===== config.mk =====
export PLATFORM = sky130hd
export DESIGN_NAME = cal_pulse_trim
export DESIGN_NICKNAME = d
export VERILOG_FILES = /design/src/rtl/cal_pulse_trim.sv
export SDC_FILE = /design/constraint.sdc
export NUM_CORES = 1
export LEC_CHECK = 0
export BUFFER_PORTS_ARGS = -buffer_cell sky130_fd_sc_hd__clkbuf_2
export CORE_UTILIZATION = 55
export DETAILED_ROUTE_END_ITERATION = 10
export PLACE_DENSITY = 0.79
export REMOVE_ABC_BUFFERS = 1
export SYNTH_ARGS = -nofsm -noshare
export SYNTH_HDL_FRONTEND = slang
export SYNTH_SLANG_ARGS = --single-unit

===== constraint.sdc =====
create_clock -name clk -period 3.1 [get_ports clk]
set_input_delay 0.465 -clock clk [delete_from_list [all_inputs] [get_ports clk]]
set_output_delay 0.465 -clock clk [all_outputs]
set_load 0.02 [all_outputs]

===== src/rtl/cal_pulse_trim.sv =====
module cal_pulse_trim #(
  parameter int WIN_W     = 20,
  parameter int CORR_W    = 9,
  parameter int INS_SHIFT = 11,
  parameter int PSC_W     = 7,
  parameter int PSC_MIN   = 3
) (
  input  logic              clk,
  input  logic              rst,
  input  logic [CORR_W-1:0] minus_trim,
  input  logic              plus_trim,
  input  logic [PSC_W-1:0]  async_div,
  output logic [1:0]        step
);

  localparam logic [WIN_W-1:0] INS_MASK = {WIN_W{1'b1}} >> (WIN_W - INS_SHIFT);

  logic [WIN_W-1:0]  win_cnt;
  logic [CORR_W-1:0] tap;
  logic              plus_eff, add_hit, drop_hit;

  always_ff @(posedge clk) begin
    if (rst) win_cnt <= '0;
    else     win_cnt <= win_cnt + 1'b1;
  end

  for (genvar k = 0; k < CORR_W; k++) begin : g_tap
    localparam int B = WIN_W - 1 - k;
    localparam logic [WIN_W-1:0] LOWM = {WIN_W{1'b1}} >> (WIN_W - B);
    assign tap[k] = win_cnt[B] && ((win_cnt & LOWM) == '0);
  end

  assign plus_eff = plus_trim && (async_div >= PSC_W'(PSC_MIN));
  assign add_hit  = plus_eff && ((win_cnt & INS_MASK) == '0);
  assign drop_hit = |(tap & minus_trim);

  always_comb begin
    unique case ({add_hit, drop_hit})
      2'b10:   step = 2'd2;
      2'b01:   step = 2'd0;
      default: step = 2'd1;
    endcase
  end


  reset_clears_chk: assert property (@(posedge clk) rst |=> win_cnt == '0);

  wrap_chk: assert property (@(posedge clk) disable iff (rst)
    (win_cnt == {WIN_W{1'b1}}) |=> (win_cnt == '0));

  step_range_chk: assert property (@(posedge clk) disable iff (rst) step != 2'd3);

  drop_one_tap_chk: assert property (@(posedge clk) disable iff (rst) $onehot0(tap));

  drop_needs_trim_chk: assert property (@(posedge clk) disable iff (rst)
    (step == 2'd0) |-> (minus_trim != '0 && win_cnt != '0));

  plus_gated_chk: assert property (@(posedge clk) disable iff (rst)
    (async_div < PSC_W'(PSC_MIN)) |-> (step != 2'd2));

  add_stride_chk: assert property (@(posedge clk) disable iff (rst)
    (step == 2'd2) |-> (plus_trim && win_cnt[INS_SHIFT-1:0] == '0));

endmodule


==> summary.md, run 1 <==
| Metric | Value |
|---|---|
| Req. time, crit path | `2.63 ns` |
| Synth cell types | `35` |
| Vias in the first global route | `832` |
| PnR worst setup slack | `0.559 ns` |
| Slowest-stage cell, CP | `dfxtp_1` |
| Crit Path Class | `flop to primary output` |
| CTS Hold Buffers Added | `0` |
| Sw Share | `20.5%` |
| Root Buffer Master | `clkbuf_4` |
| Final nets | `168` |
| Setup-failing EPs final | `0` |
| Final hold violations | `0` |
| Die height | `46.5 um` |
| Worst-path cell chain | `nor4_1, and3_1, a2111oi_0, a221o_1, ha_1, clkbuf_2` |
| Fraction of registers with async set or reset after synthesis | `0%` |
| Yosys warning total | `0` |
| Post-DP HPWL | `1610 um` |
| Post-CTS setup buffer count | `0` |
| Area contributors post-synth | `dfxtp_1, nor2_1, xor2_1` |
| Min Tclk post-route | `2.54 ns` |
| Vias per cell | `5.78` |
| Max Cap Violations | `0` |
| First-pass DRT Iterations | `4` |
| Final Max Tran Viols | `0` |
| Pre-CTS setup slack | `0.850 ns` |
| Worst slew pin tran | `0.388 ns` |
| Hold wc startpoint | `win_cnt[0]` |
| Hold crit path type | `flop to flop` |
| Cells after Synth | `123` |
| Antenna diode count | `0` |
| Reg with most FFs | `win_cnt` |
| Finished Core Util | `71.0%` |
| Clock Tree Buf Depth | `2` |
| R2r startpoint | `win_cnt[2]` |
| Worst-path maximum fanout | `7` |
| First-pass GRT wire length | `3490 um` |
| Rows | `15` |
| Comb pwr share | `7.2%` |
| Commonest non-fill, non-tap cells in the layout | `clkbuf_2, dfxtp_1, nor2_1, a21oi_1` |
| Top FF cell, synth | `dfxtp_1` |
| Clock sink count | `20` |
| CTS tree | `yes` |
| Skew-Pair Late Insertion Delay | `0.30 ns` |
| Largest net degree at the start of global routing | `23` |
| Cells after DPL | `166` |
| Cell Int Power | `0.408 mW` |
| Seq cells post-synth | `20` |
| CP arrival | `2.08 ns` |
| PD cells | `406 nW/um^2` |
| Top cell type's share of synthesized area | `36.7%` |
| Sequential share of the synthesized area | `36.7%` |
| RSZ-0062 raised after global routing | `false` |
| TritonCTS buffer count | `3` |
| Clock Pin Slew Worst Setup and Hold Paths | `0.11 ns` |
| Routed len/inst | `12.5 um` |
| Io pins | `21` |
| Seq pwr share | `51.5%` |
| Max incr delay on CP | `0.38 ns` |
| Final Instance Area | `1270 um^2` |
| # DRC | `0` |
| Peak VDD IR | `0.263 mV` |
| Total grt overflow | `0` |
| RD Place Congestion | `0.762` |
| Area growth from synthesis to layout | `16.2%` |
| DRT antenna net count | `0` |
| Fillers | `147` |
| Leak | `0.525 nW` |
| Crit path from | `win_cnt[15]` |
| Post-DP Area | `1210 um^2` |
| Final wirelength | `2130 um` |
| Final std cells w/o fill | `170` |
| Clock share of power | `41.2%` |
| Status | `finished clean` |
| 1st-iter DRT viols | `15` |
| Die ar. | `2160 um^2` |
| Max reg flops | `20` |
| Initial antenna violation count | `0` |
| Starting Density | `61.1%` |
| Critical path endpoint category | `primary output` |
| Post-synth EDFFs | `0` |
| Fin crit share | `82.0%` |
| Mapped cell area | `1090 um^2` |
| CP Buf/Inv Count | `1` |
| TNS Setup | `0 ns` |
| Startpoint Class | `flop` |
| Worst slew margin | `73.5%` |
| Syn_area_per_cell | `8.86 um^2` |
| H-tree lvl count | `1` |
| Die width | `46.5 um` |
| GRT Util Overall | `22.8%` |
| IO buf count | `20` |
| Share of cells above drive strength 1 | `22.8%` |
| NetSw | `0.105 mW` |
| Core ar. | `1780 um^2` |
| Cts repair resizes | `0` |
| CP top delay family | `simple AND/OR/NAND/NOR gates` |
| Worst Skew | `0.00362 ns` |
| Highest Clock Rate | `394 MHz` |
| Largest regs | `win_cnt x20` |
| Top cell type by total area after synthesis | `dfxtp_1` |
| Vias | `982` |
-- kinds of logic (layout without fill, tap and decap cells) --
family,Yosys count,in the layout,share of synthesized area (%)
AOI/OAI and AO/OA,23,23,12.7
xor gates and xnor gates,10,10,8.04
adders and majority gates,3,3,3.44
buffers and inverters,9,31,3.10
DFF,20,20,36.7
muxes,1,1,1.03
and+or+nand+nor,57,57,34.9
-- routing by layer --
metal | GRT usage (%) | share of wire, % | vias to the layer above
met4 | 10.6 | 1.4 | 0
met2 | 40.3 | 48 | 40
met1 | 27.0 | 45 | 447
li1 | - | - | 491
met5 | 0 | 0 | -
met3 | 2.35 | 5.7 | 4
-- Yosys cell counts, types with 2 or more instances --
cell type / n
nor2_1: 14
nand2_1: 5
xnor2_1: 4
inv_1: 7
and4_4: 3
nor2b_1: 2
a21oi_1: 10
o21ai_0: 7
nor4_1: 3
nor3_1: 2
and3_1: 3
ha_1: 3
xor2_1: 6
clkbuf_1: 2
dfxtp_1: 20
nand3_1: 6
or3_1: 4
nand4b_1: 3
nand4_1: 3
-- final cells by class --
type                       instances  area [um^2]  area share (%)
clock buffer                       3         22.5            1.78
clock inverter                     1         30.0            2.37
inverter                           7         26.3            2.08
multi-input combinational         94          656            51.8
sequential                        20          400            31.6
tap                               25         31.3            2.47
timing repair buffer              20          100            7.91
-- final timing paths --
kind	to	slack (ns)	cells past startpoint
worst max-delay path	step[0]	0.56	6
worst min-delay path	win_cnt[0]	0.52	1
worst max register to register	win_cnt[13]	1.42	4
worst min register to register	win_cnt[0]	0.52	1
-- power groups by stage --
stage	combinational [mW]	clock (mW)	sequential, mW
after floorplan	0.0184	0	0.270
after global placement	0.0358	0	0.270
after detailed placement	0.0372	0	0.271
after CTS	0.0376	0.217	0.265
after global routing	0.0419	0.226	0.265
final	0.0371	0.212	0.265
-- per-stage QoR --
step	total power, mW	hold WS [ns]
after global placement	0.306	0.469
after CTS	0.520	0.524
final	0.514	0.516
after detailed placement	0.308	0.497
after global routing	0.533	0.557
after floorplan	0.288	0.448
Note: power is estimated with default switching activity, not from simulation.
==> run 2: changes to the inputs <==
- CORE_UTILIZATION: 55 -> 48
- PLACE_DENSITY: 0.79 -> 0.74
- clock period: 3.1 -> 2.2 ns (I/O delays scaled with it)
==> run 2 against run 1 <==
  * The flow now finishes with violations (setup timing)
  * Clock skew hardly changed
  * Critical endpoint unchanged
  * Via count is 0.10% higher
  * Critical path type unchanged
  * Largest power group unchanged
  * Routed wire length is 9.9% higher
  * Worst hold slack worse by 0.027 ns
  * Sequential power is 40% higher
  * Clock power is 19% lower
  * Sequential share of layout area is 0.41 points lower
==> summary.md, run 2 (synthesis results as in run 1) <==
| Metric | Value |
|---|---|
| Status | `complete, but fails checks` |
| Failing checks | `setup timing` |
| Share of cells above drive strength 1 | `29.1%` |
| First-pass GRT wire length | `3910 um` |
| Req. time, crit path | `1.87 ns` |
| Sw Share | `24.1%` |
| Max Cap Violations | `0` |
| Highest Clock Rate | `431 MHz` |
| Crit Path Class | `flop to primary output` |
| Clock share of power | `28.6%` |
| CP arrival | `1.99 ns` |
| NetSw | `0.145 mW` |
| Fillers | `184` |
| CTS tree | `yes` |
| Final Max Tran Viols | `0` |
| First-pass DRT Iterations | `4` |
| Cell Int Power | `0.456 mW` |
| Root Buffer Master | `clkbuf_4` |
| Peak VDD IR | `0.330 mV` |
| Core ar. | `2040 um^2` |
| Post-DP Area | `1230 um^2` |
| Fin crit share | `105%` |
| 1st-iter DRT viols | `27` |
| Most common cell after layout, fill and taps aside | `clkbuf_2` |
| Worst-path maximum fanout | `5` |
| Rows | `16` |
| TNS Setup | `-0.120 ns` |
| Pre-CTS setup slack | `0.0920 ns` |
| Final Instance Area | `1320 um^2` |
| Routed len/inst | `13.4 um` |
| # DRC | `0` |
| Startpoint Class | `flop` |
| Leak | `0.549 nW` |
| DRT antenna net count | `0` |
| Final wirelength | `2340 um` |
| Starting Density | `53.4%` |
| Vias | `983` |
| Critical path endpoint category | `primary output` |
| Clock sink count | `20` |
| Final hold violations | `0` |
| RSZ-0062 raised after global routing | `true` |
| Total grt overflow | `0` |
| Vias per cell | `5.62` |
| IO buf count | `20` |
| H-tree lvl count | `1` |
| Setup-failing EPs final | `2` |
| Clock Pin Slew Worst Setup and Hold Paths | `0.11 ns` |
| Worst slew margin | `71.3%` |
| Max reg flops | `20` |
| Final nets | `172` |
| PD cells | `456 nW/um^2` |
| Clock Tree Buf Depth | `2` |
| Comb pwr share | `9.6%` |
| Largest regs | `win_cnt x20` |
| Min Tclk post-route | `2.32 ns` |
| Reg with most FFs | `win_cnt` |
| Antenna diode count | `0` |
| Area growth from synthesis to layout | `20.7%` |
| Vias in the first global route | `894` |
| Die width | `49.7 um` |
| RD Place Congestion | `0.789` |
| TritonCTS buffer count | `3` |
| Largest net degree at the start of global routing | `23` |
| GRT Util Overall | `21.0%` |
| Worst Skew | `0.00383 ns` |
| Die height | `49.7 um` |
| Hold Worst Slack | `0.489 ns` |
| Seq pwr share | `61.8%` |
| Post-DP HPWL | `1650 um` |
| Die ar. | `2470 um^2` |
| CTS Hold Buffers Added | `0` |
| Worst slew pin tran | `0.431 ns` |
| PnR worst setup slack | `-0.118 ns` |
| Finished Core Util | `64.4%` |
| Initial antenna violation count | `0` |
| Hold crit path type | `input pin to flop` |
| Skew-Pair Late Insertion Delay | `0.30 ns` |
| Io pins | `21` |
| Commonest non-fill, non-tap cells in the layout | `clkbuf_2, dfxtp_1, nor2_1, a21oi_1` |
## run 2: worst paths after layout
| kind | startpoint | endpoint | slack (ns) | cells after the start |
|---|---|---|---|---|
| setup / recovery | win_cnt[14] | step[0] | -0.12 | 6 |
| hold / removal | rst | win_cnt[15] | 0.49 | 2 |
| setup reg to reg | win_cnt[0] | win_cnt[18] | 0.53 | 5 |
| hold reg to reg | win_cnt[19] | win_cnt[19] | 0.50 | 2 |
## run 2: layout make-up
class | instances | area (um^2) | share of cell area, %
Clock buffer | 3 | 22.5 | 1.71
Sequential cell | 20 | 410 | 31.2
Multi-Input combinational cell | 94 | 683 | 52.0
Inverter | 7 | 26.3 | 2.00
Tap cell | 27 | 33.8 | 2.57
Timing Repair Buffer | 24 | 139 | 10.6
## run 2: what timing repair did
item                       4_1_cts  5_1_grt
setup buffers                    2        0
setup endpoints to repair        2        2
pin swaps                        5        2
resized for setup               13        1
## run 2: worst max-delay path, stage by stage (launching register included)
cell	delay, ns
dfxtp_4	0.38
nand3b_1	0.18
a221oi_2	0.29
a2111oi_2	0.06
a221o_1	0.31
ha_1	0.30
clkbuf_8	0.16
## run 2: routing by layer
layer  share of wire (%)  GRT usage, %
met1                  48          25.9
met2                  47          36.3
met3                 4.9          7.41
met4                   0          1.43
met5                   0             0
## run 2: per-stage QoR
stage               power (mW)  instances
floorplan                0.406        121
global placement         0.432        170
detailed placement       0.435        170
CTS                      0.606        175
global route             0.624        175
finish                   0.600        175
## run 2: power by group through the flow
| stage | combinational (mW) | clock [mW] | sequential (mW) |
|---|---|---|---|
| after global routing | 0.0631 | 0.189 | 0.372 |
| after detailed placement | 0.0532 | 0 | 0.382 |
| after global placement | 0.0508 | 0 | 0.381 |
| after floorplan | 0.0260 | 0 | 0.380 |
| after CTS | 0.0573 | 0.178 | 0.371 |
| final | 0.0575 | 0.172 | 0.371 |
==> run 3: changes to the inputs <==
- CORE_UTILIZATION: 48 -> 40
- PLACE_DENSITY: 0.74 -> default
==> run 3 against run 2 <==
  * Highest routed layer is now met4
  * Critical path depth is the same
  * Worst hold slack improved by 0.016 ns
  * First-iteration DRC count down 67%
  * The run still ends with setup timing left
  * Critical path type unchanged
==> summary.md, run 3 (synthesis results as in run 1) <==
| Metric | Value |
|---|---|
| Status | `complete, but fails checks` |
| Failing checks | `setup timing` |
| Final Instance Area | `1330 um^2` |
| Worst slew margin | `70.4%` |
| Commonest non-fill, non-tap cells in the layout | `clkbuf_2, dfxtp_1, nor2_1, a21oi_1` |
| Post-DP Area | `1230 um^2` |
| Final hold violations | `0` |
| Final wirelength | `2330 um` |
| Most common cell after layout, fill and taps aside | `clkbuf_2` |
| Met3 usage | `2.54%` |
| Startpoint Class | `flop` |
| Area growth from synthesis to layout | `22.2%` |
| Vias in the first global route | `859` |
| Die height | `54.2 um` |
| Global-route met1 utilization | `22.4%` |
| Final Max Tran Viols | `0` |
| 1st-iter DRT viols | `9` |
| Hold Worst Slack | `0.505 ns` |
| First-pass GRT wire length | `3620 um` |
| Largest net degree at the start of global routing | `23` |
| IO buf count | `20` |
| CTS tree | `yes` |
| Post-DP HPWL | `1640 um` |
| PnR worst setup slack | `-0.105 ns` |
| Clock sink count | `20` |
| Fillers | `249` |
| Share of cells above drive strength 1 | `28.9%` |
| # DRC | `0` |
| Vias per cell | `5.46` |
| RD Place Congestion | `0.815` |
| Fin crit share | `105%` |
| Worst slew pin tran | `0.444 ns` |
| GRT Util Overall | `17.2%` |
| Clock Pin Slew Worst Setup and Hold Paths | `0.11 ns` |
| Clock Tree Buf Depth | `2` |
| Multi-input gate area | `677 um^2` |
| Vias | `977` |
| GRT Max-Usage Layer | `met2` |
| Die width | `54.2 um` |
| Total grt overflow | `0` |
| Antenna diode count | `0` |
| Sequential Area | `415 um^2` |
| Critical path endpoint category | `primary output` |
| Hold wc startpoint | `win_cnt[0]` |
| Hold crit path type | `flop to flop` |
| CP arrival | `1.97 ns` |
| Setup-failing EPs final | `1` |
| Max Cap Violations | `0` |
| Skew-Pair Late Insertion Delay | `0.29 ns` |
| Routed len/inst | `13.0 um` |
| R2r startpoint | `win_cnt[2]` |
| Starting Density | `43.2%` |
| Highest Clock Rate | `434 MHz` |
| Worst-path maximum fanout | `4` |
| Max reg flops | `20` |
| Core ar. | `2520 um^2` |
| Io pins | `21` |
| Req. time, crit path | `1.87 ns` |
| Initial antenna violation count | `0` |
| CTS Hold Buffers Added | `0` |
| DRT antenna net count | `0` |
| PD cells | `450 nW/um^2` |
| RSZ-0062 raised after global routing | `true` |
| Total power | `0.599 mW` |
| Min Tclk post-route | `2.30 ns` |
| Peak VDD IR | `0.294 mV` |
| Final nets | `173` |
| Largest regs | `win_cnt x20` |
| H-tree lvl count | `1` |
| Met2 Track Usage GR | `28.5%` |
| Reg with most FFs | `win_cnt` |
| Worst Skew | `0.00338 ns` |
| Die ar. | `2940 um^2` |
| Root Buffer Master | `clkbuf_4` |
| First-pass DRT Iterations | `4` |
| Crit Path Class | `flop to primary output` |
| Crit path from | `win_cnt[12]` |
| Leak | `0.553 nW` |
| Rows | `18` |
| TritonCTS buffer count | `3` |
==> run 3: cell types whose count changed in the layout (fill, tap and decap cells not counted), sizes merged <==
cell,before,now
buf,5,6
==> run 3: where the power goes <==
group / leakage, nW / internal, mW / switching, mW
Sequential: 0.165 / 0.362 / 0.00683
Clock: 0.0138 / 0.0637 / 0.107
Combinational: 0.375 / 0.0301 / 0.0291
==> run 3: metrics by stage <==
stage / std cells / worst slack [ns] / util, % / setup TNS [ns]
3_5_place_dp: 173 / 0.101 / 49.0 / 0
6_report: 179 / -0.105 / 52.8 / -0.105
3_3_place_gp: 173 / 0.193 / 49.0 / 0
2_1_floorplan: 121 / 0.308 / - / 0
5_1_grt: 179 / -0.184 / 52.8 / -0.253
4_1_cts: 178 / -0.0818 / 51.9 / -0.0818
==> run 3: path summary, 6_finish.rpt <==
kind                            cells past startpoint     endpoint  slack (ns)
worst min-delay path                                1   win_cnt[0]        0.51
worst min register to register                      1   win_cnt[0]        0.51
worst max register to register                      4  win_cnt[13]        0.50
worst max-delay path                                6      step[0]       -0.10
==> run 3: timing repair <==
item	CTS	global route
setup endpoints to repair	2	2
pin swaps	4	2
setup buffers	2	1
gates resized for setup	11	6
==> run 3: critical path, cell delays in order (launching register included) <==
cell and delay (ns):
dfxtp_4 0.38, nor4_4 0.29, and3_1 0.21, a2111oi_1 0.06
a221o_1 0.30, ha_1 0.29, clkbuf_8 0.16
==> run 3: per-layer routing <==
metal | wire [um] | up-vias
li1 | - | 504
met1 | 1140 | 443
met2 | 1070 | 28
met3 | 103 | 2
met4 | 19 | 0
met5 | 0 | -
==> run 3: cell type report <==
type	instances	area share, %
clock buffers	3	1.69
inverters	7	1.97
repair buffers	25	11.5
multi-input cells	94	50.8
well taps	30	2.82
flip-flops and latches	20	31.2
